## src/rtl/ecc_cmp_pkg.sv

```systemverilog
package ecc_cmp_pkg;
  typedef enum logic [1:0] {
    ECC_CLEAN = 2'd0,
    ECC_FIXED = 2'd1,
    ECC_FATAL = 2'd2
  } ecc_stat_e;

  typedef enum logic [1:0] {
    SQ_IDLE  = 2'd0,
    SQ_READ  = 2'd1,
    SQ_WRITE = 2'd2
  } seq_e;
endpackage

```

## src/rtl/ecc_syndrome.sv

```systemverilog
module ecc_syndrome
  import ecc_cmp_pkg::*;
#(
  parameter int PAIRS = 12,
  parameter int BIT_W = 3
) (
  input  logic [2*PAIRS-1:0]     stored_code,
  input  logic [2*PAIRS-1:0]     calc_code,
  output ecc_stat_e              verdict,
  output logic [PAIRS-BIT_W-1:0] err_byte,
  output logic [BIT_W-1:0]       err_bit,
  output logic                   codes_match,
  output logic                   erased_hit
);
  localparam int CODE_W = 2 * PAIRS;
  localparam int CNT_W  = $clog2(CODE_W + 1);

  function automatic logic [PAIRS-1:0] even_row(input logic [CODE_W-1:0] c);
    return c[PAIRS-1:0];
  endfunction

  function automatic logic [PAIRS-1:0] odd_row(input logic [CODE_W-1:0] c);
    return c[CODE_W-1:PAIRS];
  endfunction

  function automatic logic [CNT_W-1:0] weight(input logic [CODE_W-1:0] v);
    logic [CNT_W-1:0] w;
    w = '0;
    for (int i = 0; i < CODE_W; i++) w = w + CNT_W'(v[i]);
    return w;
  endfunction

  logic [PAIRS-1:0] syn_even, syn_odd;
  logic [CNT_W-1:0] syn_weight;
  logic             one_hot_err, thin_err;

  assign syn_even    = even_row(stored_code) ^ even_row(calc_code);
  assign syn_odd     = odd_row(stored_code) ^ odd_row(calc_code);
  assign syn_weight  = weight({syn_odd, syn_even});
  assign codes_match = (stored_code == calc_code);
  assign erased_hit  = (&stored_code) && (calc_code == '0);
  assign one_hot_err = (syn_weight == CNT_W'(PAIRS));
  assign thin_err    = (syn_weight == CNT_W'(1)) || (syn_weight == CNT_W'(PAIRS - 1));

  always_comb begin
    verdict  = ECC_FATAL;
    err_byte = '0;
    err_bit  = '0;
    if (codes_match) begin
      verdict = ECC_CLEAN;
    end else if (one_hot_err) begin
      verdict  = ECC_FIXED;
      err_byte = syn_odd[PAIRS-1:BIT_W];
      err_bit  = syn_odd[BIT_W-1:0];
    end else if (thin_err) begin
      verdict = ECC_FATAL;
    end else if (erased_hit) begin
      verdict = ECC_CLEAN;
    end
  end
endmodule

```

## src/rtl/ecc_fix_seq.sv

```systemverilog
module ecc_fix_seq
  import ecc_cmp_pkg::*;
#(
  parameter int OFS_W  = 9,
  parameter int BIT_W  = 3,
  parameter int DATA_W = 8,
  parameter bit FIX_EN = 1'b1
) (
  input  logic              clk,
  input  logic              rst_n,
  input  logic              start,
  input  ecc_stat_e         verdict_in,
  input  logic [OFS_W-1:0]  ofs_in,
  input  logic [BIT_W-1:0]  bit_in,
  input  logic [DATA_W-1:0] buf_rd_data,
  output ecc_stat_e         status_q,
  output logic [OFS_W-1:0]  ofs_q,
  output logic [BIT_W-1:0]  bit_q,
  output logic              done,
  output logic [OFS_W-1:0]  buf_addr,
  output logic              buf_rd_en,
  output logic              buf_wr_en,
  output logic [DATA_W-1:0] buf_wr_data,
  output logic              accept
);
  function automatic logic [DATA_W-1:0] flip_mask(input logic [BIT_W-1:0] b);
    return DATA_W'(1) << b;
  endfunction

  seq_e state;
  logic wants_rmw;

  generate
    if (FIX_EN) begin : g_fix
      assign wants_rmw = (verdict_in == ECC_FIXED);
    end else begin : g_nofix
      assign wants_rmw = 1'b0;
    end
  endgenerate

  assign accept = start && (state == SQ_IDLE);

  always_ff @(posedge clk or negedge rst_n) begin
    if (!rst_n) begin
      state    <= SQ_IDLE;
      status_q <= ECC_CLEAN;
      ofs_q    <= '0;
      bit_q    <= '0;
      done     <= 1'b0;
    end else begin
      done <= 1'b0;
      case (state)
        SQ_IDLE: if (accept) begin
          status_q <= verdict_in;
          ofs_q    <= ofs_in;
          bit_q    <= bit_in;
          if (wants_rmw) state <= SQ_READ;
          else           done  <= 1'b1;
        end
        SQ_READ:  state <= SQ_WRITE;
        SQ_WRITE: begin
          state <= SQ_IDLE;
          done  <= 1'b1;
        end
        default:  state <= SQ_IDLE;
      endcase
    end
  end

  assign buf_addr    = ofs_q;
  assign buf_rd_en   = (state == SQ_READ);
  assign buf_wr_en   = (state == SQ_WRITE);
  assign buf_wr_data = buf_rd_data ^ flip_mask(bit_q);

  assert_fast_done_R7: assert property (@(posedge clk) disable iff (!rst_n)
    (accept && !wants_rmw) |=> done);
  assert_no_done_busy_R7: assert property (@(posedge clk) disable iff (!rst_n)
    (buf_rd_en || buf_wr_en) |-> !done);
  assert_read_then_write_R8: assert property (@(posedge clk) disable iff (!rst_n)
    buf_rd_en |=> (buf_wr_en && !buf_rd_en));
  assert_write_then_done_R8: assert property (@(posedge clk) disable iff (!rst_n)
    buf_wr_en |=> (done && !buf_wr_en));
  assert_status_hold_R9: assert property (@(posedge clk) disable iff (!rst_n)
    !accept |=> ($stable(status_q) && $stable(ofs_q) && $stable(bit_q)));
endmodule

```

## src/rtl/ecc_cmp_fix.sv

```systemverilog
module ecc_cmp_fix
  import ecc_cmp_pkg::*;
#(
  parameter int PAIRS  = 12,
  parameter int BIT_W  = 3,
  parameter int DATA_W = 8,
  parameter bit FIX_EN = 1'b1
) (
  input  logic                   clk,
  input  logic                   rst_n,
  input  logic                   start,
  input  logic [2*PAIRS-1:0]     stored_code,
  input  logic [2*PAIRS-1:0]     calc_code,
  output logic [1:0]             status,
  output logic [PAIRS-BIT_W-1:0] err_byte,
  output logic [BIT_W-1:0]       err_bit,
  output logic                   done,
  output logic [PAIRS-BIT_W-1:0] buf_addr,
  output logic                   buf_rd_en,
  input  logic [DATA_W-1:0]      buf_rd_data,
  output logic                   buf_wr_en,
  output logic [DATA_W-1:0]      buf_wr_data
);
  localparam int OFS_W = PAIRS - BIT_W;

  ecc_stat_e        verdict, status_q;
  logic [OFS_W-1:0] loc_byte;
  logic [BIT_W-1:0] loc_bit;
  logic             codes_match, erased_hit, accept;

  ecc_syndrome #(.PAIRS(PAIRS), .BIT_W(BIT_W)) syn_i (
    .stored_code (stored_code),
    .calc_code   (calc_code),
    .verdict     (verdict),
    .err_byte    (loc_byte),
    .err_bit     (loc_bit),
    .codes_match (codes_match),
    .erased_hit  (erased_hit)
  );

  ecc_fix_seq #(.OFS_W(OFS_W), .BIT_W(BIT_W), .DATA_W(DATA_W), .FIX_EN(FIX_EN)) seq_i (
    .clk         (clk),
    .rst_n       (rst_n),
    .start       (start),
    .verdict_in  (verdict),
    .ofs_in      (loc_byte),
    .bit_in      (loc_bit),
    .buf_rd_data (buf_rd_data),
    .status_q    (status_q),
    .ofs_q       (err_byte),
    .bit_q       (err_bit),
    .done        (done),
    .buf_addr    (buf_addr),
    .buf_rd_en   (buf_rd_en),
    .buf_wr_en   (buf_wr_en),
    .buf_wr_data (buf_wr_data),
    .accept      (accept)
  );

  assign status = status_q;

  assert_equal_clean_R1: assert property (@(posedge clk) disable iff (!rst_n)
    (accept && codes_match) |=> (status == 2'd0 && err_byte == '0 && err_bit == '0));
  assert_erased_clean_R6: assert property (@(posedge clk) disable iff (!rst_n)
    (accept && erased_hit) |=> (status == 2'd0));
  assert_fatal_no_loc_R5: assert property (@(posedge clk) disable iff (!rst_n)
    (status == 2'd2) |-> (err_byte == '0 && err_bit == '0));
endmodule

```

## config.mk

```make
export PLATFORM = sky130hd
export DESIGN_NAME = ecc_cmp_fix
export DESIGN_NICKNAME = d
export VERILOG_FILES = /design/src/rtl/ecc_cmp_pkg.sv /design/src/rtl/ecc_syndrome.sv /design/src/rtl/ecc_fix_seq.sv /design/src/rtl/ecc_cmp_fix.sv
export SDC_FILE = /design/constraint.sdc
export NUM_CORES = 1
export LEC_CHECK = 0
export BUFFER_PORTS_ARGS = -buffer_cell sky130_fd_sc_hd__buf_4
export CORE_ASPECT_RATIO = 0.9
export CORE_MARGIN = 1.5
export CORE_UTILIZATION = 40
export DETAILED_ROUTE_END_ITERATION = 7
export GPL_TIMING_DRIVEN = 0
export PLACE_DENSITY = 0.71
export SLEW_MARGIN = 10
export SYNTH_ARGS = -nofsm -noshare
export SYNTH_HDL_FRONTEND = slang
export SYNTH_SLANG_ARGS = --single-unit
```

## constraint.sdc

```tcl
create_clock -name clk -period 2.73 [get_ports clk]
set_input_delay 0.273 -clock clk [delete_from_list [all_inputs] [get_ports clk]]
set_output_delay 0.273 -clock clk [all_outputs]
set_load 0.02 [all_outputs]
```

Yosys cells after proc, flatten, opt, wreduce, memory -nomap -nowiden:

Index checks and enable logic that the tools add are counted.

* flip-flop bits (word level): 17
* bits of input ports: 59
* word-level logic and storage cells: 63

* $add $sub $neg: 23
* equality and inequality tests: 9
* shift-type cells: 1
* mux-type cells: 14
* bitwise logic cells: 3
* reduce and logical (&&, ||, !) cells: 8

Operators with widths (count)
* adder 5 x 1 -> 5 bit: 22
* equality test 24 bit: 1
* logical NOT 24 bit: 1
* AND reduction 24 bit: 1
* bitwise XOR 12 bit: 2
* two-way mux 9 bit: 2
* two-way mux 2 bit: 6
* equality test 5 x 4 -> 1 bit, second input constant: 2
* << shifter 1 x 3 -> 8 bit, first input constant: 1
* bitwise XOR 8 bit: 1
* two-way mux 3 bit: 2
* equality test 5 x 1 -> 1 bit, second input constant: 1
* equality test 2 x 1 -> 1 bit, second input constant: 2
* case mux 2 bit (2 select lines): 1
* AND reduction 2 bit: 2
* adder 1 x 1 -> 2 bit: 1
* equality test 2 bit, second input constant: 1
* logical AND 1 bit: 2
* logical NOT 2 bit: 1
* two-way mux 1 bit: 2
* != test 2 x 1 -> 1 bit, second input constant: 1
* != test 2 bit, second input constant: 1
* case mux 1 bit (2 select lines): 1
* logical OR 1 bit: 1

Longest topological paths before layout:

* word-level depth: 33
* depth in mapped cells: 19
* mapped depth without buffers: 18

Modules after synthesis:

Synthesis repeated with hierarchy kept, for this count alone.

* cells, all modules: 185
* area total of the unflattened synthesis: 1964.4 µm²

By module, submodules not included
* ecc_syndrome: instances 1, cells an instance 115, area each 1064.8 µm², sequential area each 0.0 µm²
* ecc_fix_seq: instances 1, cells an instance 70, area each 899.6 µm², sequential area each 425.4 µm²

Worst setup path before layout:

OpenSTA, ideal clock, no wires.

* kind: input to register
* from: in calc_code[1]
* to: reg seq_i.ofs_q[1] (netlist: seq_i.buf_addr[1])
* setup time: 0.066 ns
* arrival time: 5.421 ns
* path slack: -2.758 ns
* stages on the path: 18
* path through: xor2_1 -> inv_1 -> ha_1 -> inv_1 -> fa_1 -> fa_1 -> fa_1 -> fa_1 -> fa_1 -> fa_1 -> inv_1 -> fa_1 -> a211oi_2 -> nand3_1 -> or3b_4 -> a211oi_4 -> buf_6 -> a22o_1

* longest elaborated chain between the ends: 27
* elaborated cells on any way between the ends: 28
* those cells by class: add/sub (23); eq/ne (2); mux (2); bitwise (1)

RTL lines
* from (decl): RTL line ecc_cmp_fix.sv:13 `input logic [2*PAIRS-1:0] calc_code,`
* bitwise XOR 12 bit: RTL line ecc_syndrome.sv:37 `assign syn_even = even_row(stored_code) ^ even_row(calc_code);`
* adder 1 x 1 -> 2 bit: RTL line ecc_syndrome.sv:29 `for (int i = 0; i < CODE_W; i++) w = w + CNT_W'(v[i]);`
* adder 5 x 1 -> 5 bit (22 in a row): RTL line ecc_syndrome.sv:29
* equality test 5 x 4 -> 1 bit: RTL line ecc_syndrome.sv:42 `assign one_hot_err = (syn_weight == CNT_W'(PAIRS));`
* two-way mux 9 bit: RTL line ecc_syndrome.sv:51 `end else if (one_hot_err) begin`
* two-way mux 9 bit (*): RTL line ecc_syndrome.sv:49 `if (codes_match) begin`
* to (signal assigned): RTL line ecc_fix_seq.sv:55 `ofs_q <= ofs_in;`
* to (decl): RTL line ecc_fix_seq.sv:17 `output logic [OFS_W-1:0] ofs_q,`

Every way passes the cells marked *; elsewhere a longest branch is shown, timed or not.
A chain may end at the register's enable or synchronous reset.

Worst setup path in the final report:

* from: in calc_code[1]
* to: reg seq_i.bit_q[2]

* longest elaborated chain between the ends: 27
* elaborated cells on any way between the ends: 28
* those cells by class: add/sub (23); eq/ne (2); mux (2); bitwise (1)

RTL lines
* bitwise XOR 12 bit: RTL line ecc_syndrome.sv:37
* adder 1 x 1 -> 2 bit: RTL line ecc_syndrome.sv:29
* adder 5 x 1 -> 5 bit (22 in a row): RTL line ecc_syndrome.sv:29
* equality test 5 x 4 -> 1 bit: RTL line ecc_syndrome.sv:42
* two-way mux 3 bit: RTL line ecc_syndrome.sv:51
* two-way mux 3 bit (*): RTL line ecc_syndrome.sv:49
* to (signal assigned): RTL line ecc_fix_seq.sv:56 `bit_q <= bit_in;`
* to (decl): RTL line ecc_fix_seq.sv:18 `output logic [BIT_W-1:0] bit_q,`

Marked as above.

==> results.yml <==
sta:
  finalCritPeriodShare: 1.92
  fin_crit_ps: 5230
  finalSetupViolCount: 16
  tightest_slew_ps: 425
  rsz0062_at_grt: "true"
  max_freq_ghz: 0.191
  relSlewSlack: 0.714
  finalHoldViolCount: 0
  skew_ps: 0.956
  setup_ws_ps: -2500
  maxSlewViolCount: 0
routing:
  drc_errors: 0
  wl_per_cell_um: 13.2
  routed_wl_um: 4700
  ant_nets: 0
  wl_met3_um: 325
  dr_total_vias: 1711
  met2_length_um: 2320
  via_per_inst: 4.79
  drtIter0Drc: 48
  routed.top_layer: "met4"
  drt-met1-wl_um: 2000
  first_pass_iters: 4
clocking:
  tritoncts: "built"
  clockBufferDepth: 2
  cts.clk_slew.worst_paths_ps: 60
  cts.sinks: 17
  clockRootBuffer: "clkbuf_8"
  insertion_delay_ps: 240
  cts_max_level: 1
  cts_made_buffers: 3
layout:
  regArea_um2: 425
  multi_input_area_um2: 1330
  antenna_cells: 0
  synthToLayoutAreaGrowth_pct: 47.6
  fill_cells: 419
  finish.instance_area_um2: 2880
  fin_nets: 380
  drive_above_1_share: 0.441
synthesis:
  synth_ff_type: "dfrtp_1"
  yosysTopAreaCell: "dfrtp_1"
  syn_inst: 191
  synth_fp_nets: 275
  synth_top_area_frac: 0.218
  yosys_warnings: 0
  ys_top_cells_by_area: "dfrtp_1 22%, fa_1 17%, xnor2_1 11%"
  syn_area_um2: 1950
  ys_seq_elements: 17
  ys_seq_area_frac: 0.218
  async_flop_share: 1.00
  synth_edf_count: 0
  syn_area_per_cell_um2: 10.2
  synth_cell_types: 42
pwr:
  clock_power_share: 0.050
  switching_power_mw: 1.60
  ir_drop_v: 0.00197
  power_frac_seq: 0.087
  sw_frac_of_total: 0.448
  powerDensity_nw_per_um2: 1240
  p_comb_frac: 0.863
  p_int_mw: 1.97
  p_leak_nw: 1.46
placed_design:
  pre_cts_slack_ps: -2940
  portBuffers: 92
  dpl_cell_area_um2: 2730
  hpwl_um: 4140
  gp_congestion: 0.864
critical_path:
  crit_cells: 19
  critPathArrivalTime_ps: 5420
  path_cells: "buf_6, xor2_2, inv_1, ha_1, inv_1, fa_1, fa_1, fa_1, fa_1, fa_1, fa_2, inv_2, fa_1, a211oi_2, nand3_1, or3b_4, a211oi_4, buf_4, a22o_1"
  cp-start-kind: "input pin"
  timing.critical_path.mode_cell: "fa_1"
  critPathBufInv: 5
  worst_path_max_delay_cell: "fa_1"
  rr_worst_depth: 4
  critPathKind: "input pin to flop"
  cp-end-kind: "flop"
  worst-path-max-fanout: 4
  max_stage_delay_ps: 520
  crit_family: "adder cells"
  worstPathRequired_ps: 2910
  rrSetupSlack_ps: 1290
flow_run:
  maxCapViolCount: 0
run_status:
  outcome: "finished, violations left"
  violations: "negative setup slack"
global_route:
  grt_first_pass_wirelength_um: 8150
  first_global_vias: 1779
  antenna_found_initial: 0
  grt_overflow: 0
  grt_max_degree: 18
  track_usage: 0.189
floorplan:
  fp.dieW_um: 76.6
  num_rows: 23
  core_um2: 4580
  start_util: 0.426
  die_h_um: 69.2
  dieArea_um2: 5300
  ioPinCount: 93
worst_hold_path:
  min_path_type: "input pin to async pin"
==> placed cells by master (no fill, tap or decap), types with 6 or more instances in the layout <==
cell type  count
a22o_1        12
buf_4        104
buf_6          6
dfrtp_1       17
fa_1          16
ha_1           8
inv_1         29
nand4_1        8
xnor2_1       23
xor2_1         9
==> layout make-up <==
class,count,share of cell area
Sequential cell,17,0.148
Inverter,30,0.0391
Multi-Input combinational cell,130,0.461
Tap cell,62,0.0270
Timing Repair Buffer,100,0.267
Clock buffer,4,0.0157
Buffer,14,0.0426
==> worst register-to-register path: stages, from the launching register on <==
cell and delay [ps]:
dfrtp_1 390, nor2_1 130, nand2_2 140, dlygate4sd1_1 390
a22o_1 280
==> power groups by stage <==
stage	Clock (mW)	Combinational (mW)	Sequential, mW
finish	0.177	3.08	0.311
global route	0.200	3.48	0.316
CTS	0.183	2.81	0.311
detailed placement	0	2.57	0.316
global placement	0	2.49	0.316
floorplan	0	2.00	0.347
==> flip-flops by register name, summed over array words and instances (netlist names) <==
register        count
seq_i.bit_q         3
seq_i.buf_addr      9
seq_i.status_q      2
seq_i.done          1
seq_i.state         2
==> kinds of logic after synthesis <==
group / Yosys count / share of synthesized area
buf+inv: 44 / 0.121
simple gates: 47 / 0.173
fa+ha+maj: 25 / 0.226
compound gates: 23 / 0.105
xor+xnor: 35 / 0.157
flops: 17 / 0.218
==> cells in the mapped netlist, drive strengths merged (5+ instances only) <==
cell,n
nand2,6
buf,12
inv,30
xor2,10
nand4,8
a22o,12
nor4bb,5
ha,8
fa,17
dfrtp,17
xnor2,25
==> final timing paths <==
path                                           to       startpoint
worst max-delay path               seq_i.bit_q[2]     calc_code[1]
worst min-delay path            seq_i.buf_addr[5]            rst_n
worst max register to register  seq_i.buf_addr[3]   seq_i.state[0]
worst min register to register     seq_i.state[1]   seq_i.state[1]
max in group asynchronous       seq_i.status_q[0]            rst_n
min in group clk                seq_i.buf_addr[7]  stored_code[22]
==> stage by stage <==
stage | power [mW] | cells | setup TNS [ps] | hold WS [ps] | util
detailed placement | 2.88 | 345 | -45500 | 143 | 0.596
CTS | 3.31 | 355 | -39090 | 433 | 0.620
global placement | 2.81 | 345 | -44170 | 144 | 0.596
finish | 3.57 | 357 | -39410 | 430 | 0.629
global route | 4.00 | 357 | -41910 | 458 | 0.629
floorplan | 2.35 | 191 | -38670 | -22.6 | -
==> routing by layer <==
metal | vias up | global-route usage
li1 | 844 | -
met1 | 784 | 0.247
met2 | 77 | 0.324
met3 | 6 | 0.0289
met4 | 0 | 0.0514
met5 | - | 0
==> repair_timing <==
item                                    in CTS  in global routing
buffers inserted                             4                  3
gates cloned                                 1                  0
endpoints found under the setup margin      16                 16
pin swaps                                    4                  7
hold buffers                                 1                  0
endpoints found under the hold margin       17                  0
resized for setup                            5                  4
Note: power is estimated with default switching activity, not from simulation.
